<file path="config.mk">
export PLATFORM = sky130hd
export DESIGN_NAME = uart_vote_rx
export DESIGN_NICKNAME = d
export VERILOG_FILES = /design/src/rtl/uvr_pkg.sv /design/src/rtl/uvr_ctrl.sv /design/src/rtl/uvr_datapath.sv /design/src/rtl/uart_vote_rx.sv
export SDC_FILE = /design/constraint.sdc
export NUM_CORES = 1
export LEC_CHECK = 0
export BUFFER_PORTS_ARGS = -buffer_cell sky130_fd_sc_hd__buf_2
export CORE_UTILIZATION = 50
export CTS_CLUSTER_DIAMETER = 40
export CTS_CLUSTER_SIZE = 10
export DETAILED_ROUTE_END_ITERATION = 10
export GPL_TIMING_DRIVEN = 0
export HOLD_SLACK_MARGIN = 0.06
export PLACE_DENSITY = 0.73
export SLEW_MARGIN = 20
export SYNTH_ARGS = -nofsm -noshare
export SYNTH_HDL_FRONTEND = slang
export SYNTH_SLANG_ARGS = --single-unit
</file>
<file path="constraint.sdc">
create_clock -name clk -period 7.5 [get_ports clk]
set_input_delay 0.75 -clock clk [delete_from_list [all_inputs] [get_ports clk]]
set_output_delay 0.75 -clock clk [all_outputs]
set_load 0.005 [all_outputs]
</file>
<file path="src/rtl/uvr_pkg.sv">
package uvr_pkg;

  localparam int PH_W  = 4;
  localparam int CNT_W = PH_W + 1;

  localparam logic [PH_W-1:0] PH_CENTRE = 4'd7;
  localparam logic [PH_W-1:0] PH_LAST   = 4'd15;
  localparam logic [PH_W-1:0] PH_HALF   = 4'd8;

  // strobes from control to datapath, valid in a sampling tick
  typedef struct packed {
    logic take;     // add this tick to the vote
    logic clear;    // drop the counts gathered so far
    logic decide;   // close a bit
    logic early;    // close with the counts held before this tick
    logic stopBit;  // the bit being closed is the stop bit
  } dpStrobe_t;

  function automatic logic inWindow(input logic [1:0] mode, input logic [PH_W-1:0] ph);
    case (mode)
      2'd0:    return ph == PH_CENTRE;
      2'd1:    return (ph >= 4'd6) && (ph <= 4'd8);
      2'd2:    return (ph >= 4'd4) && (ph <= 4'd11);
      default: return 1'b1;
    endcase
  endfunction

endpackage

</file>
<file path="src/rtl/uvr_ctrl.sv">
module uvr_ctrl
  import uvr_pkg::*;
#(
  parameter int DATA_BITS = 8
) (
  input  logic       clk,
  input  logic       rstN,
  input  logic       sampleEn,
  input  logic       rxS,
  input  logic       rxEdge,
  input  logic [1:0] voteMode,
  input  logic       resyncEn,
  output dpStrobe_t  strobe
);

  localparam int IDX_W = $clog2(DATA_BITS + 2);
  localparam logic [IDX_W-1:0] STOP_IDX = IDX_W'(DATA_BITS + 1);

  logic            active;
  logic [PH_W-1:0] phase;
  logic [IDX_W-1:0] bitIdx;

  logic inData, edgeHit, earlyHit, lateHit, atStop;
  logic [PH_W-1:0] effPhase;

  always_comb begin
    inData   = active && (bitIdx != '0);
    atStop   = bitIdx == STOP_IDX;
    edgeHit  = resyncEn && inData && rxEdge && (phase != '0);
    earlyHit = edgeHit && (phase >= PH_HALF);
    lateHit  = edgeHit && (phase < PH_HALF);
    effPhase = edgeHit ? '0 : phase;

    strobe.take    = sampleEn && inData && inWindow(voteMode, effPhase)
                     && !(earlyHit && atStop);
    strobe.clear   = sampleEn && edgeHit;
    strobe.decide  = sampleEn && inData && (earlyHit || (phase == PH_LAST));
    strobe.early   = earlyHit;
    strobe.stopBit = atStop;
  end

  always_ff @(posedge clk or negedge rstN) begin
    if (!rstN) begin
      active <= 1'b0;
      phase  <= '0;
      bitIdx <= '0;
    end else if (sampleEn) begin
      if (!active) begin
        if (!rxS) begin
          active <= 1'b1;
          bitIdx <= '0;
          phase  <= 4'd1;
        end
      end else if (bitIdx == '0) begin
        if ((phase == PH_CENTRE) && rxS) begin
          active <= 1'b0;
          phase  <= '0;
        end else begin
          phase <= phase + 4'd1;
          if (phase == PH_LAST) bitIdx <= IDX_W'(1);
        end
      end else if (earlyHit) begin
        if (atStop) begin
          bitIdx <= '0;
          if (!rxS) phase <= 4'd1;
          else begin
            active <= 1'b0;
            phase  <= '0;
          end
        end else begin
          bitIdx <= bitIdx + IDX_W'(1);
          phase  <= 4'd1;
        end
      end else if (lateHit) begin
        phase <= 4'd1;
      end else if (phase == PH_LAST) begin
        phase <= '0;
        if (atStop) active <= 1'b0;
        else        bitIdx <= bitIdx + IDX_W'(1);
      end else begin
        phase <= phase + 4'd1;
      end
    end
  end

  AST_IDX_RANGE: assert property (@(posedge clk) disable iff (!rstN)
    active |-> (bitIdx <= STOP_IDX));

  AST_START_GLITCH_DROP: assert property (@(posedge clk) disable iff (!rstN)
    (sampleEn && active && (bitIdx == '0) && (phase == PH_CENTRE) && rxS) |=> !active);

  AST_HOLD_BETWEEN_TICKS: assert property (@(posedge clk) disable iff (!rstN)
    !sampleEn |=> ($stable(phase) && $stable(bitIdx) && $stable(active)));

endmodule

</file>
<file path="src/rtl/uvr_datapath.sv">
module uvr_datapath
  import uvr_pkg::*;
#(
  parameter int DATA_BITS = 8
) (
  input  logic                 clk,
  input  logic                 rstN,
  input  logic                 sampleEn,
  input  logic                 rxIn,
  input  dpStrobe_t            strobe,
  output logic                 rxS,
  output logic                 rxEdge,
  output logic [DATA_BITS-1:0] rxData,
  output logic                 rxValid,
  output logic                 frameErr
);

  logic syncA, syncB, rxPrev;
  logic [CNT_W-1:0] ones, win;
  logic [CNT_W-1:0] baseOnes, baseWin, addOnes, addWin, decOnes, decWin;
  logic vote;
  logic [DATA_BITS-1:0] shiftReg;

  assign rxS    = syncB;
  assign rxEdge = syncB ^ rxPrev;

  always_ff @(posedge clk or negedge rstN) begin
    if (!rstN) begin
      syncA <= 1'b1;
      syncB <= 1'b1;
    end else begin
      syncA <= rxIn;
      syncB <= syncA;
    end
  end

  always_comb begin
    baseOnes = strobe.clear ? '0 : ones;
    baseWin  = strobe.clear ? '0 : win;
    addOnes  = baseOnes + CNT_W'(strobe.take & syncB);
    addWin   = baseWin + CNT_W'(strobe.take);
    decOnes  = strobe.early ? ones : addOnes;
    decWin   = strobe.early ? win  : addWin;
    vote     = {decOnes, 1'b0} >= {1'b0, decWin};
  end

  always_ff @(posedge clk or negedge rstN) begin
    if (!rstN) begin
      rxPrev   <= 1'b1;
      ones     <= '0;
      win      <= '0;
      shiftReg <= '0;
      rxData   <= '0;
      rxValid  <= 1'b0;
      frameErr <= 1'b0;
    end else begin
      rxValid <= 1'b0;
      if (sampleEn) begin
        rxPrev <= syncB;
        if (strobe.decide && !strobe.early) begin
          ones <= '0;
          win  <= '0;
        end else begin
          ones <= addOnes;
          win  <= addWin;
        end
        if (strobe.decide) begin
          if (strobe.stopBit) begin
            rxData   <= shiftReg;
            frameErr <= ~vote;
            rxValid  <= 1'b1;
          end else begin
            shiftReg <= {vote, shiftReg[DATA_BITS-1:1]};
          end
        end
      end
    end
  end

  AST_VALID_ONE_CYCLE: assert property (@(posedge clk) disable iff (!rstN)
    rxValid |=> !rxValid);

  AST_VALID_FROM_TICK: assert property (@(posedge clk) disable iff (!rstN)
    $rose(rxValid) |-> $past(sampleEn));

  AST_COUNT_BOUND: assert property (@(posedge clk) disable iff (!rstN)
    (ones <= win) && (win <= CNT_W'(16)));

endmodule

</file>
<file path="src/rtl/uart_vote_rx.sv">
module uart_vote_rx
  import uvr_pkg::*;
#(
  parameter int DATA_BITS = 8
) (
  input  logic                 clk,
  input  logic                 rstN,
  input  logic                 sampleEn,
  input  logic                 rxIn,
  input  logic [1:0]           voteMode,
  input  logic                 resyncEn,
  output logic [DATA_BITS-1:0] rxData,
  output logic                 rxValid,
  output logic                 frameErr
);

  dpStrobe_t strobe;
  logic rxS, rxEdge;

  uvr_ctrl #(.DATA_BITS(DATA_BITS)) uCtrl (
    .clk(clk), .rstN(rstN), .sampleEn(sampleEn), .rxS(rxS), .rxEdge(rxEdge),
    .voteMode(voteMode), .resyncEn(resyncEn), .strobe(strobe)
  );

  uvr_datapath #(.DATA_BITS(DATA_BITS)) uPath (
    .clk(clk), .rstN(rstN), .sampleEn(sampleEn), .rxIn(rxIn), .strobe(strobe),
    .rxS(rxS), .rxEdge(rxEdge), .rxData(rxData), .rxValid(rxValid), .frameErr(frameErr)
  );

endmodule

</file>
-- Word-level counts from Yosys, hierarchy flattened
Cells that the tools add are included.
Widths: inputs -> output; s select.
- bits in registers: 40
- latch bits: 0
- memory bits (writable): 0
- bits in read-only memories: 0
- input bits: 7
- output and inout port bits: 10
- word-level logic and storage cells: 105
- memories: 0
- add/subtract/negate cells: 4
- multipliers: 0
- div/mod/pow operators: 0
- magnitude comparators: 7
- equality and inequality tests: 12
- shift-type cells: 0
- muxes and demuxes: 39
- bitwise operators: 4
- reduce and logical (&&, ||, !) cells: 27
- operator list (operator ; number):
    $mux 4 ; 18
    $mux 5 ; 6
    $logic_and 1x1->1 ; 16
    $mux 1 ; 14
    $ne 3x3->1 const B ; 3
    $add 4x1->4 const B ; 2
    $eq 4x3->1 const B ; 2
    $eq 4x4->1 const B ; 2
    $ge 4x3->1 const B ; 2
    $le 4x4->1 const B ; 2
    $ne 4x4->1 const B ; 2
    $reduce_bool 4->1 ; 2
    $reduce_and 7->1 ; 1
    $ge 6x5->1 ; 1
    $reduce_and 3->1 ; 2
    $add 5x1->5 ; 1
    $add 5x5->5 ; 1
    $ge 4x4->1 const B ; 1
    $logic_not 4->1 ; 1
    $lt 4x4->1 const B ; 1
    $pmux 1 s3 ; 1
    $eq 2x1->1 const B ; 1
    $eq 2x2->1 const B ; 1
    $logic_not 1->1 ; 2
    other kinds (7) ; 8

-- Longest topological paths before layout
Gate-level depths: netlist of the first run.
- depth after elaboration: 16
- mapped depth: 24
- mapped depth without buffers: 23

-- Cells and area by module
Synthesis of the first run repeated with hierarchy kept, for this count alone.
- cell total of the unflattened synthesis: 244
- area total of the unflattened synthesis: 2431.1 um2
- modules (own cells, without submodules) (module ; instances ; cells an instance ; area an instance (um2) ; sequential area each (um2)):
    uvr_datapath ; 1 ; 146 ; 1590.3 ; 779.5
    uvr_ctrl ; 1 ; 98 ; 840.8 ; 225.2

-- Worst setup path before layout of the first run
No wires, ideal clock.
- path type: input port to flip-flop
- from: input resyncEn
- to: register uPath.shiftReg[7]
- library setup time: 0.124 ns
- arrival: 4.287 ns
- required time: 7.376 ns
- slack: 3.089 ns
- stages on the path: 22
- path buffers: 1
- cell sequence: nand2_1 or4_1 buf_6 and2_2 ha_1 nor2b_1 a2bb2oi_1 mux2i_1 a31oi_1 nor2_1 ha_1 ha_1 nand3_1 nor3_1 a21o_1 a22oi_1 ha_1 a21oi_1 o21ai_0 a21oi_1 o211ai_1 o31a_1
- longest elaborated chain between the ends: 13
- elaborated cells on any way between the ends: 29
- those cells by class: add/sub: 2; order compare: 5; eq/ne: 1; mux: 6; bitwise: 1; reduce/logical: 14
- RTL lines (what ; line ; text):
    from (decl) ; uart_vote_rx.sv:11 ; input logic resyncEn,
    $logic_and 1x1->1 * (3 in series) ; uvr_ctrl.sv:29 ; edgeHit = resyncEn && inData && rxEdge && (phase != '0);
    $mux 4 ; uvr_ctrl.sv:32 ; effPhase = edgeHit ? '0 : phase;
    $ge 4x3->1, or another cell as far along ; uvr_pkg.sv:23 ; 2'd2: return (ph >= 4'd4) && (ph <= 4'd11);
    $logic_and 1x1->1, on equally long branches ; uvr_pkg.sv:23, uvr_pkg.sv:22 ;
    $pmux 1 s3 ; uvr_pkg.sv:20 ; case (mode)
    $logic_and 1x1->1 ; uvr_ctrl.sv:34 ; strobe.take = sampleEn && inData && inWindow(voteMode, effPhase)
    $logic_and 1x1->1 ; uvr_ctrl.sv:35 ; && !(earlyHit && atStop);
    $and 1x1->1 ; uvr_datapath.sv:40 ; addOnes = baseOnes + CNT_W'(strobe.take & syncB);
    $add 5x5->5 ; uvr_datapath.sv:40 ;
    $mux 5 ; uvr_datapath.sv:42 ; decOnes = strobe.early ? ones : addOnes;
    $ge 6x5->1 ; uvr_datapath.sv:44 ; vote = {decOnes, 1'b0} >= {1'b0, decWin};
    to (signal assigned) ; uvr_datapath.sv:73 ; shiftReg <= {vote, shiftReg[DATA_BITS-1:1]};
    to (decl) ; uvr_datapath.sv:22 ; logic [DATA_BITS-1:0] shiftReg;
Mark *: on every way between the ends. The rest lies on a longest branch, timed or not.
A chain may end at the register's enable or synchronous reset.

-- Worst setup path after layout of the first run
- from: register uCtrl.phase[0]
- to: register uPath.shiftReg[7]
- longest elaborated chain between the ends: 12
- elaborated cells on any way between the ends: 30
- those cells by class: add/sub: 2; order compare: 6; eq/ne: 2; mux: 6; bitwise: 1; reduce/logical: 13
- RTL lines (what ; line ; text):
    from (decl) ; uvr_ctrl.sv:20 ; logic [PH_W-1:0] phase;
    from (signal assigned) ; uvr_ctrl.sv:59 ; phase <= phase + 4'd1;
    from (signal assigned) ; uvr_ctrl.sv:81 ; phase <= phase + 4'd1;
    $reduce_bool 4->1 ; uvr_ctrl.sv:29 ;
    $logic_and 1x1->1 ; uvr_ctrl.sv:29 ;
    $mux 4 ; uvr_ctrl.sv:32 ;
    $ge 4x3->1, or another cell as far along ; uvr_pkg.sv:23 ;
    $logic_and 1x1->1, on equally long branches ; uvr_pkg.sv:23, uvr_pkg.sv:22 ;
    $pmux 1 s3 ; uvr_pkg.sv:20 ;
    $logic_and 1x1->1 ; uvr_ctrl.sv:34 ;
    $logic_and 1x1->1 ; uvr_ctrl.sv:35 ;
    $and 1x1->1 ; uvr_datapath.sv:40 ;
    $add 5x5->5 ; uvr_datapath.sv:40 ;
    $mux 5 ; uvr_datapath.sv:42 ;
    $ge 6x5->1 ; uvr_datapath.sv:44 ;
Parallel ways exist; a longest one is shown, timed or not.

==> out/results.tsv, run 1 <==
metric	value	unit
insertedDiodeCount	0	
hp-class	reg -> reg	
die_height	73.2	um
critical_path.max_stage_delay	0.50	ns
finalWorstSetupSlack	2.54	ns
cp.depth	24	
grt_pass1_wl	9.15	mm
p_leak	1.40	nW
clock-root-buffer	clkbuf_8	
ys_seq_area_frac	0.397	
post-place-ws	2.52	ns
postCtsSetupBuffers	0	
drcViolationCount	0	
whs_path_depth	0	
drt-total-wl	5.43	mm
gr-usage-met3	0.0497	
start_util	0.529	
path_cells	inv_1 -> ha_1 -> nor3b_2 -> or4_1 -> buf_6 -> and2_2 -> ha_1 -> nor2b_1 -> a2bb2oi_1 -> mux2i_1 -> a31oi_1 -> nor2_1 -> ha_1 -> ha_1 -> nand3_1 -> nor3_1 -> a21o_1 -> a22oi_1 -> ha_1 -> a21oi_1 -> o21ai_0 -> a21oi_1 -> o211ai_1 -> o31a_1	
grt_max_degree	41	
path_max_fanout	9	
maxSlewHeadroom	0.397	
synth_edf_count	0	
ctsHoldBuffers	0	
final_cell_mix	dfrtp_1 (37), nand2_1 (28), buf_2 (18)	
layout_commonest_cell	dfrtp_1	
crit_family	compound AO/OA/AOI/OAI gates	
cts-buffers-inserted	5	
detail-route-antenna-nets	0	
grt_setup_unrepaired	false	
power.density_cell_area	233	mW/mm2
core_area	0.00479	mm2
clockBufferDepth	2	
ctsHtreeMaxLevel	2	
drv_slew	0	
synth_area	0.00253	mm2
wl_per_cell	15.3	um
ir_drop	129	uV
yosysWarningCount	0	
max_freq	201	MHz
clkSlewWorstSetupHoldPaths	0.09	ns
syn_area_per_cell	9.62	um2
critPathLaunchType	flop	
drive_above_1_share	0.202	
cts_tree	yes	
dieArea	0.00535	mm2
die_w	73.2	um
syn-num-nets	285	
grt_busiest_layer	met2	
synth_seq_cells	40	
timing.final.crit_period	4.96	ns
crit_top_cell	ha_1	
grtUsageTotal	0.228	
worst_skew_pair.late_latency	0.30	ns
drtIter0Drc	157	
async_flop_share	1.00	
slowest_stage	dfrtp_1	
r2r_cells	24	
synthToLayoutAreaGrowth	11.0	%
grt_pass1_vias	1924	
skew	0.00901	ns
ios	17	
gp_congestion	0.919	
portBuffers	16	
synthDistinctLibCells	56	
vias	2046	
antenna_found_initial	0	
setup_viol	0	
synthFlopType	dfrtp_1	
rows	25	
maxCapViolCount	0	
run_status	completed	
nNetsFinal	308	
synthCells	263	
avgViaCountPerCell	5.78	
finalSetupTns	0	ns
grtUsageMet1	0.307	
place.detailed.hpwl	3.85	mm
met2_usage	0.354	
cts_resized	0	
clkSinkCount	40	
endpoint_kind	flop	
hold_ws	0.358	ns
report.final.hold_viol_count	0	
critical_path_class	reg -> reg	
grt_overflow_total	0	
cp_data_required_time	7.69	ns
post-route-period-util	0.662	
drt_pass1_iterations	4	
tightest_slew	0.905	ns
critPathBufInv	2	
arrival	5.15	ns
-- path summary, 6_finish.rpt --
path | startpoint | end | slack, ns
max reg2reg | uCtrl.phase[0] | uPath.shiftReg[7] | 2.54
min in group asynchronous | rstN | uPath.win[4] | 0.57
max | uCtrl.phase[0] | uPath.shiftReg[7] | 2.54
min | uPath.syncA | uPath.rxS | 0.36
min reg2reg | uPath.syncA | uPath.rxS | 0.36
max in group asynchronous | rstN | uPath.shiftReg[2] | 6.36
-- per-layer routing --
| layer | vias to the layer above | wire length (um) |
|---|---|---|
| li1 | 1005 | - |
| met1 | 979 | 2620 |
| met2 | 53 | 2480 |
| met3 | 9 | 233 |
| met4 | 0 | 97 |
| met5 | - | 0 |
-- stage by stage --
| stage | std cells | total power, mW | cell area, um2 | util |
|---|---|---|---|---|
| after detailed placement | 346 | 0.472 | 2700 | 0.563 |
| final | 354 | 0.656 | 2810 | 0.587 |
| after global placement | 346 | 0.467 | 2700 | 0.563 |
| after CTS | 354 | 0.659 | 2810 | 0.587 |
| after floorplan | 263 | 0.419 | 2530 | - |
| after global routing | 354 | 0.699 | 2810 | 0.587 |
-- report_power, final --
group	total (mW)	internal (mW)	switching (mW)
Clock	0.186	0.100	0.0859
Combinational	0.211	0.0860	0.125
Sequential	0.259	0.236	0.0225
Total	0.656	0.422	0.233
-- kinds of logic after synthesis --
kind of cell / synth area share
AND/OR/NAND/NOR: 0.198
AO/OA/AOI/OAI: 0.185
flip-flops: 0.397
buffers and inverters: 0.0455
multiplexers: 0.0870
adder cells (fa/ha/maj): 0.0741
XOR/XNOR: 0.0133
-- synthesized netlist by cell type (3+ instances only) --
cell type / n / area, um2
and2b_1: 4 / 30.0
a22o_1: 6 / 52.6
mux2i_1: 4 / 40.0
o21ai_0: 12 / 60.1
a21o_1: 7 / 52.6
nand4_1: 4 / 25.0
nor3_1: 9 / 45.0
clkbuf_1: 4 / 15.0
a31oi_1: 3 / 18.8
inv_1: 12 / 45.0
buf_4: 3 / 22.5
ha_1: 15 / 188
nor2_1: 13 / 48.8
o31ai_1: 4 / 30.0
dfrtp_1: 37 / 926
o211ai_1: 3 / 22.5
dfstp_2: 3 / 78.8
nand2b_1: 4 / 25.0
nand3_1: 13 / 65.1
nand2_1: 28 / 105
a21oi_1: 13 / 65.1
nor3b_1: 3 / 22.5
mux2_2: 16 / 180
-- layout make-up --
| type | instances | area [um2] |
|---|---|---|
| flip-flops and latches | 40 | 1000 |
| well taps | 67 | 83.8 |
| multi-input cells | 200 | 1410 |
| inverters | 12 | 45.0 |
| plain buffers | 11 | 70.1 |
| clock buffers | 5 | 68.8 |
| fillers | 431 | 1980 |
| clock inverters | 3 | 46.3 |
| repair buffers | 16 | 80.1 |
-- flip-flops by register name (all words and copies together) (netlist names) --
register,cells
uCtrl.active,1
uCtrl.phase,4
uCtrl.bitIdx,4
uPath.rxValid,1
uPath.shiftReg,8
uPath.rxData,8
uPath.frameErr,1
uPath.ones,5
uPath.rxS,1
uPath.win,5
uPath.syncA,1
uPath.rxPrev,1
-- worst register-to-register path, stage by stage, from the launching register on --
cell,delay (ns)
dfrtp_1,0.50
inv_1,0.11
ha_1,0.23
nor3b_2,0.19
or4_1,0.43
buf_6,0.16
and2_2,0.20
ha_1,0.20
nor2b_1,0.12
a2bb2oi_1,0.15
mux2i_1,0.09
a31oi_1,0.24
nor2_1,0.12
ha_1,0.24
ha_1,0.24
nand3_1,0.16
nor3_1,0.06
a21o_1,0.15
a22oi_1,0.16
ha_1,0.28
a21oi_1,0.12
o21ai_0,0.13
a21oi_1,0.14
o211ai_1,0.13
o31a_1,0.30
Note: power is estimated with default switching activity, not from simulation.
==> run 2: changes to the inputs <==
Settings changed: PLACE_DENSITY 0.73 to 0.76.
Clock period 7.5 ns to 4.3 ns, I/O delays scaled along.
==> out/results.tsv, run 2 (synthesis gave the netlist of run 1 again) <==
metric	value	unit	change
run_status	completed		
cts_tree	yes		
final_cell_mix	dfrtp_1 (36), nand2_1 (28), buf_2 (18)		
insertedDiodeCount	0		unchanged
core_area	0.00479	mm2	unchanged
cp_data_required_time	4.49	ns	-3.20 ns
clockBufferDepth	2		unchanged
clkSlewWorstSetupHoldPaths	0.09	ns	about the same
report.final.hold_viol_count	0		unchanged
grt_setup_unrepaired	true		
layout_commonest_cell	dfrtp_1		
worst_skew_pair.late_latency	0.30	ns	about the same
drv_slew	0		unchanged
synthToLayoutAreaGrowth	19.3	%	
met2_usage	0.390		+0.0360
gp_congestion	0.879		-4.4%
path_max_fanout	4		-5
power.density_cell_area	405	mW/mm2	+73%
drive_above_1_share	0.294		+0.0918
grtUsageTotal	0.236		+0.00734
final-seq-area	0.00101	mm2	+0.12%
combPwrFrac	0.369		+0.047
endpoint_kind	flop		
cts-buffers-inserted	5		unchanged
dieArea	0.00535	mm2	unchanged
switching_share	0.355		-0.000495
grt_busiest_layer	met2		
switching_power	0.434	mW	+86%
portBuffers	16		unchanged
finalPower	1.22	mW	+86%
grt_max_degree	41		unchanged
detail-route-antenna-nets	0		unchanged
p_clk_frac	0.267		-0.017
multi_input_area	0.00155	mm2	+9.9%
critical_path_class	reg -> reg		
die_w	73.2	um	unchanged
setup_viol	0		unchanged
rows	25		unchanged
top_regs	uPath.rxData x8, uPath.shiftReg x8		
ios	17		unchanged
critPathLaunchType	flop		
p_leak	1.46	nW	+4.2%
placed_cells	346		unchanged
antenna_found_initial	0		unchanged
internal_power	0.788	mW	+86%
timing.final.crit_period	4.22	ns	-0.747 ns
maxSlewHeadroom	0.385		-0.0117
grt_pass1_vias	2085		+8.4%
drt-total-wl	5.84	mm	+7.4%
wl_per_cell	16.1	um	+4.8%
skew	0.00792	ns	-0.00109 ns
hold_ws	0.230	ns	-0.128 ns
grt_pass1_wl	9.64	mm	+5.4%
hp-class	in -> reg		
nFillCells	430		-0.23%
start_util	0.529		unchanged
maxCapViolCount	0		unchanged
nNetsFinal	317		+2.9%
vias	2101		+2.7%
finalWorstSetupSlack	0.0825	ns	-2.45 ns
drtIter0Drc	167		+6.4%
clkSinkCount	40		unchanged
gr-usage-met3	0.0414		-0.00829
drcViolationCount	0		unchanged
arrival	4.41	ns	-0.74 ns
ir_drop	252	uV	+94%
die_height	73.2	um	unchanged
clock-root-buffer	clkbuf_8		
tightest_slew	0.922	ns	+0.0175 ns
ctsHoldBuffers	0		unchanged
post-route-period-util	0.981		+0.319
place.detailed.hpwl	3.93	mm	+2.0%
grtUsageMet1	0.315		+0.00748
grt_overflow_total	0		unchanged
avgViaCountPerCell	5.79		+0.14%
seqPwrFrac	0.364		-0.030
drt_pass1_iterations	4		unchanged
post-place-ws	-0.463	ns	-2.99 ns
ctsHtreeMaxLevel	2		unchanged
max_freq	237	MHz	+18%
final_cells	363		+2.5%
==> run 2: changes by cell type in the layout (fill, tap and decap cells not counted), sizes merged <==
cell,previous run,this run
buf,23,33
clkbuf,9,8
==> run 2: layer usage <==
metal,share of wire,up-vias
li1,-,1034
met1,0.48,1009
met2,0.47,52
met3,0.043,6
met4,0.013,0
met5,0,-
==> run 2: stage by stage <==
step | util | setup TNS [ns] | area, um2
6_report | 0.631 | 0 | 3020
5_1_grt | 0.631 | -0.214 | 3020
4_1_cts | 0.616 | -0.0308 | 2950
3_5_place_dp | 0.565 | -0.856 | 2700
3_3_place_gp | 0.565 | -0.813 | 2700
2_1_floorplan | - | 0 | 2540
==> run 2: path summary, 6_finish.rpt <==
path,endpoint,slack (ns),start,depth (start not counted)
min reg2reg,uPath.rxS,0.36,uPath.syncA,0
max reg2reg,uPath.shiftReg[7],0.08,uCtrl.phase[0],23
max,uPath.shiftReg[7],0.08,uCtrl.phase[0],23
min,uPath.syncA,0.23,rxIn,1
max in group asynchronous,uCtrl.phase[0],3.42,rstN,1
min in group asynchronous,uCtrl.phase[2],0.25,rstN,1
==> run 2: timing repair <==
item,CTS,global route
buffers inserted,9,3
pin swaps,9,12
resized for setup,16,10
gates cloned,0,0
setup endpoints to repair,2,2
hold endpoints to repair,0,0
==> run 2: worst max-delay path, cell delays in order, from the launching register on <==
cell and delay [ns]:
dfrtp_2 0.36, inv_1 0.05, ha_1 0.21, nor3b_4 0.18, or4_4 0.45, and2_4 0.19
ha_4 0.15, nor2b_1 0.10, a2bb2oi_1 0.15, mux2i_1 0.10, a31oi_2 0.19, nor2_1 0.10
ha_2 0.23, ha_4 0.19, nand3_4 0.08, nor3_2 0.04, a21o_1 0.16, a22oi_2 0.19
ha_4 0.24, a21oi_2 0.10, o21ai_1 0.08, a21oi_1 0.12, o211ai_1 0.14, o31a_1 0.32
==> run 2: power by group through the flow <==
stage	sequential, mW	combinational [mW]	clock [mW]
after floorplan	0.447	0.285	0
after global placement	0.455	0.354	0
after detailed placement	0.459	0.363	0
after CTS	0.436	0.429	0.331
after global routing	0.449	0.500	0.345
final	0.445	0.450	0.326
==> run 2: cell type report <==
cell class                 instances  area share
inverter                          12      0.0149
clock inverter                     3      0.0153
buffer                             8      0.0157
timing repair buffer              28      0.0564
clock buffer                       5      0.0228
sequential                        40       0.333
tap                               67      0.0278
multi-input combinational        200       0.514
==> run 3: changes to the inputs <==
Settings changed: PLACE_DENSITY 0.76 to 0.78, SETUP_SLACK_MARGIN set to 0.15.
==> out/results.tsv, run 3 (synthesis gave the netlist of run 1 again) <==
metric	value	unit	change
antenna_found_initial	0		unchanged
gp_congestion	0.934		+6.3%
grt_pass1_vias	2069		-0.77%
cts_tree	yes		
grt_overflow_total	0		unchanged
post-place-ws	-0.396	ns	+0.0671 ns
ios	17		unchanged
fin_util	0.655		+0.0238
grtUsageTotal	0.245		+0.00884
final-seq-area	0.00101	mm2	unchanged
clkSlewWorstSetupHoldPaths	0.09	ns	about the same
slowest_stage	or4_4		
nNetsFinal	323		+1.9%
core_area	0.00479	mm2	unchanged
critical_path.max_stage_delay	0.54	ns	+0.09 ns
drv_slew	0		unchanged
report.final.hold_viol_count	0		unchanged
dieArea	0.00535	mm2	unchanged
clock-root-buffer	clkbuf_8		
critPathBufInv	3		+2
ctsHtreeMaxLevel	2		unchanged
maxCapViolCount	0		unchanged
grt_max_degree	41		unchanged
place_area	0.00274	mm2	+1.3%
path_max_fanout	5		+1
grt_pass1_wl	9.98	mm	+3.5%
critical_path_class	reg -> reg		
insertedDiodeCount	0		unchanged
power.density_cell_area	419	mW/mm2	+3.5%
nFillCells	363		-16%
grt_setup_unrepaired	true		
cp_data_required_time	4.49	ns	about the same
wl_per_cell	17.2	um	+7.2%
p_leak	1.49	nW	+2.0%
post-route-period-util	1.06		+0.0760
drt_pass1_iterations	4		unchanged
ctsHoldBuffers	0		unchanged
layout_commonest_cell	dfrtp_1		
timing.final.crit_period	4.54	ns	+0.327 ns
vias	2230		+6.1%
die_height	73.2	um	unchanged
endpoint_kind	flop		
path_cells	inv_2 -> ha_4 -> nor3b_4 -> or4_4 -> buf_6 -> nand2_1 -> ha_4 -> buf_4 -> nand3_1 -> mux2i_2 -> a31oi_4 -> nor3_2 -> ha_2 -> ha_4 -> nand2_2 -> mux2i_1 -> a21oi_1 -> ha_1 -> o21a_1 -> o211ai_1 -> a21o_1 -> a21oi_2 -> o31a_1		
tightest_slew	0.915	ns	-0.00727 ns
maxSlewHeadroom	0.390		+0.00485
finalWorstSetupSlack	-0.244	ns	-0.327 ns
arrival	4.73	ns	+0.32 ns
drcViolationCount	0		unchanged
synthToLayoutAreaGrowth	23.8	%	
top_regs	uPath.rxData x8, uPath.shiftReg x8		
clkSinkCount	40		unchanged
drt-total-wl	6.36	mm	+9.0%
run_status	complete, but fails checks		
skew	0.0108	ns	+0.00286 ns
stdcell_area	0.00313	mm2	+3.8%
cts-buffers-inserted	5		unchanged
hp-class	in -> reg		
final_cell_mix	dfrtp_1 (36), nand2_1 (27), buf_2 (18)		
start_util	0.529		unchanged
worst_skew_pair.late_latency	0.30	ns	about the same
drtIter0Drc	171		+2.4%
multi_input_area	0.00161	mm2	+4.0%
max_freq	220	MHz	-7.2%
detail-route-antenna-nets	0		unchanged
clockBufferDepth	2		unchanged
ir_drop	231	uV	-8.2%
rows	25		unchanged
place.detailed.hpwl	4.04	mm	+2.9%
failed_checks	setup timing		
die_w	73.2	um	unchanged
setup_viol	2		+2
portBuffers	16		unchanged
crit_top_cell	ha_4		
avgViaCountPerCell	6.04		+4.4%
critPathLaunchType	flop		
crit_family	simple AND/OR/NAND/NOR gates		
drive_above_1_share	0.341		+0.0471
-- run 3: final timing paths --
path / endpoint / cells after the start / slack, ns / start
max: uPath.shiftReg[7] / 23 / -0.24 / uCtrl.phase[1]
min: uPath.syncA / 1 / 0.23 / rxIn
max reg2reg: uPath.shiftReg[7] / 23 / -0.24 / uCtrl.phase[1]
min reg2reg: uPath.rxS / 0 / 0.36 / uPath.syncA
max in group asynchronous: uCtrl.phase[0] / 1 / 3.43 / rstN
min in group asynchronous: uCtrl.phase[1] / 1 / 0.25 / rstN
-- run 3: repair_timing --
action / 4_1_cts / 5_1_grt
setup endpoints to repair: 2 / 2
pin swaps: 11 / 16
gates resized for setup: 10 / 26
buffers inserted: 12 / 3
-- run 3: cell type report --
cell class              count  share of cell area
plain buffers              11              0.0228
clock buffers               5              0.0220
clock inverters             3              0.0148
inverters                  12              0.0152
multi-input cells         200               0.515
flip-flops and latches     40               0.321
well taps                  67              0.0268
repair buffers             31              0.0627
-- run 3: power by group --
group / leakage (nW) / switching [mW] / internal (mW)
combinational: 0.907 / 0.305 / 0.248
sequential: 0.527 / 0.0259 / 0.413
clock: 0.0548 / 0.146 / 0.175
total: 1.49 / 0.477 / 0.836
-- run 3: metrics by stage --
step           hold slack (ns)  power [mW]  setup TNS (ns)  instances
2_1_floorplan            0.134       0.751               0        263
3_3_place_gp             0.346       0.833          -0.473        346
3_5_place_dp             0.352       0.846          -0.732        346
4_1_cts                  0.226        1.22          -0.414        366
5_1_grt                  0.224        1.38          -0.680        369
6_report                 0.230        1.31          -0.404        369
-- run 3: worst register-to-register path: stages, from the launching register on --
cell and delay, ns:
dfrtp_1 0.39, inv_2 0.07, ha_4 0.16, nor3b_4 0.15
or4_4 0.54, buf_6 0.14, nand2_1 0.12, ha_4 0.15
buf_4 0.10, nand3_1 0.11, mux2i_2 0.24, a31oi_4 0.14
nor3_2 0.26, ha_2 0.29, ha_4 0.18, nand2_2 0.06
mux2i_1 0.15, a21oi_1 0.11, ha_1 0.31, o21a_1 0.11
o211ai_1 0.22, a21o_1 0.13, a21oi_2 0.04, o31a_1 0.28
-- run 3: per-layer routing --
metal,global-route usage,share of wire,up-vias
met5,0,0,-
met4,0.0675,0.020,0
met2,0.410,0.49,89
met3,0.0359,0.051,15
met1,0.330,0.44,1085
li1,-,-,1041
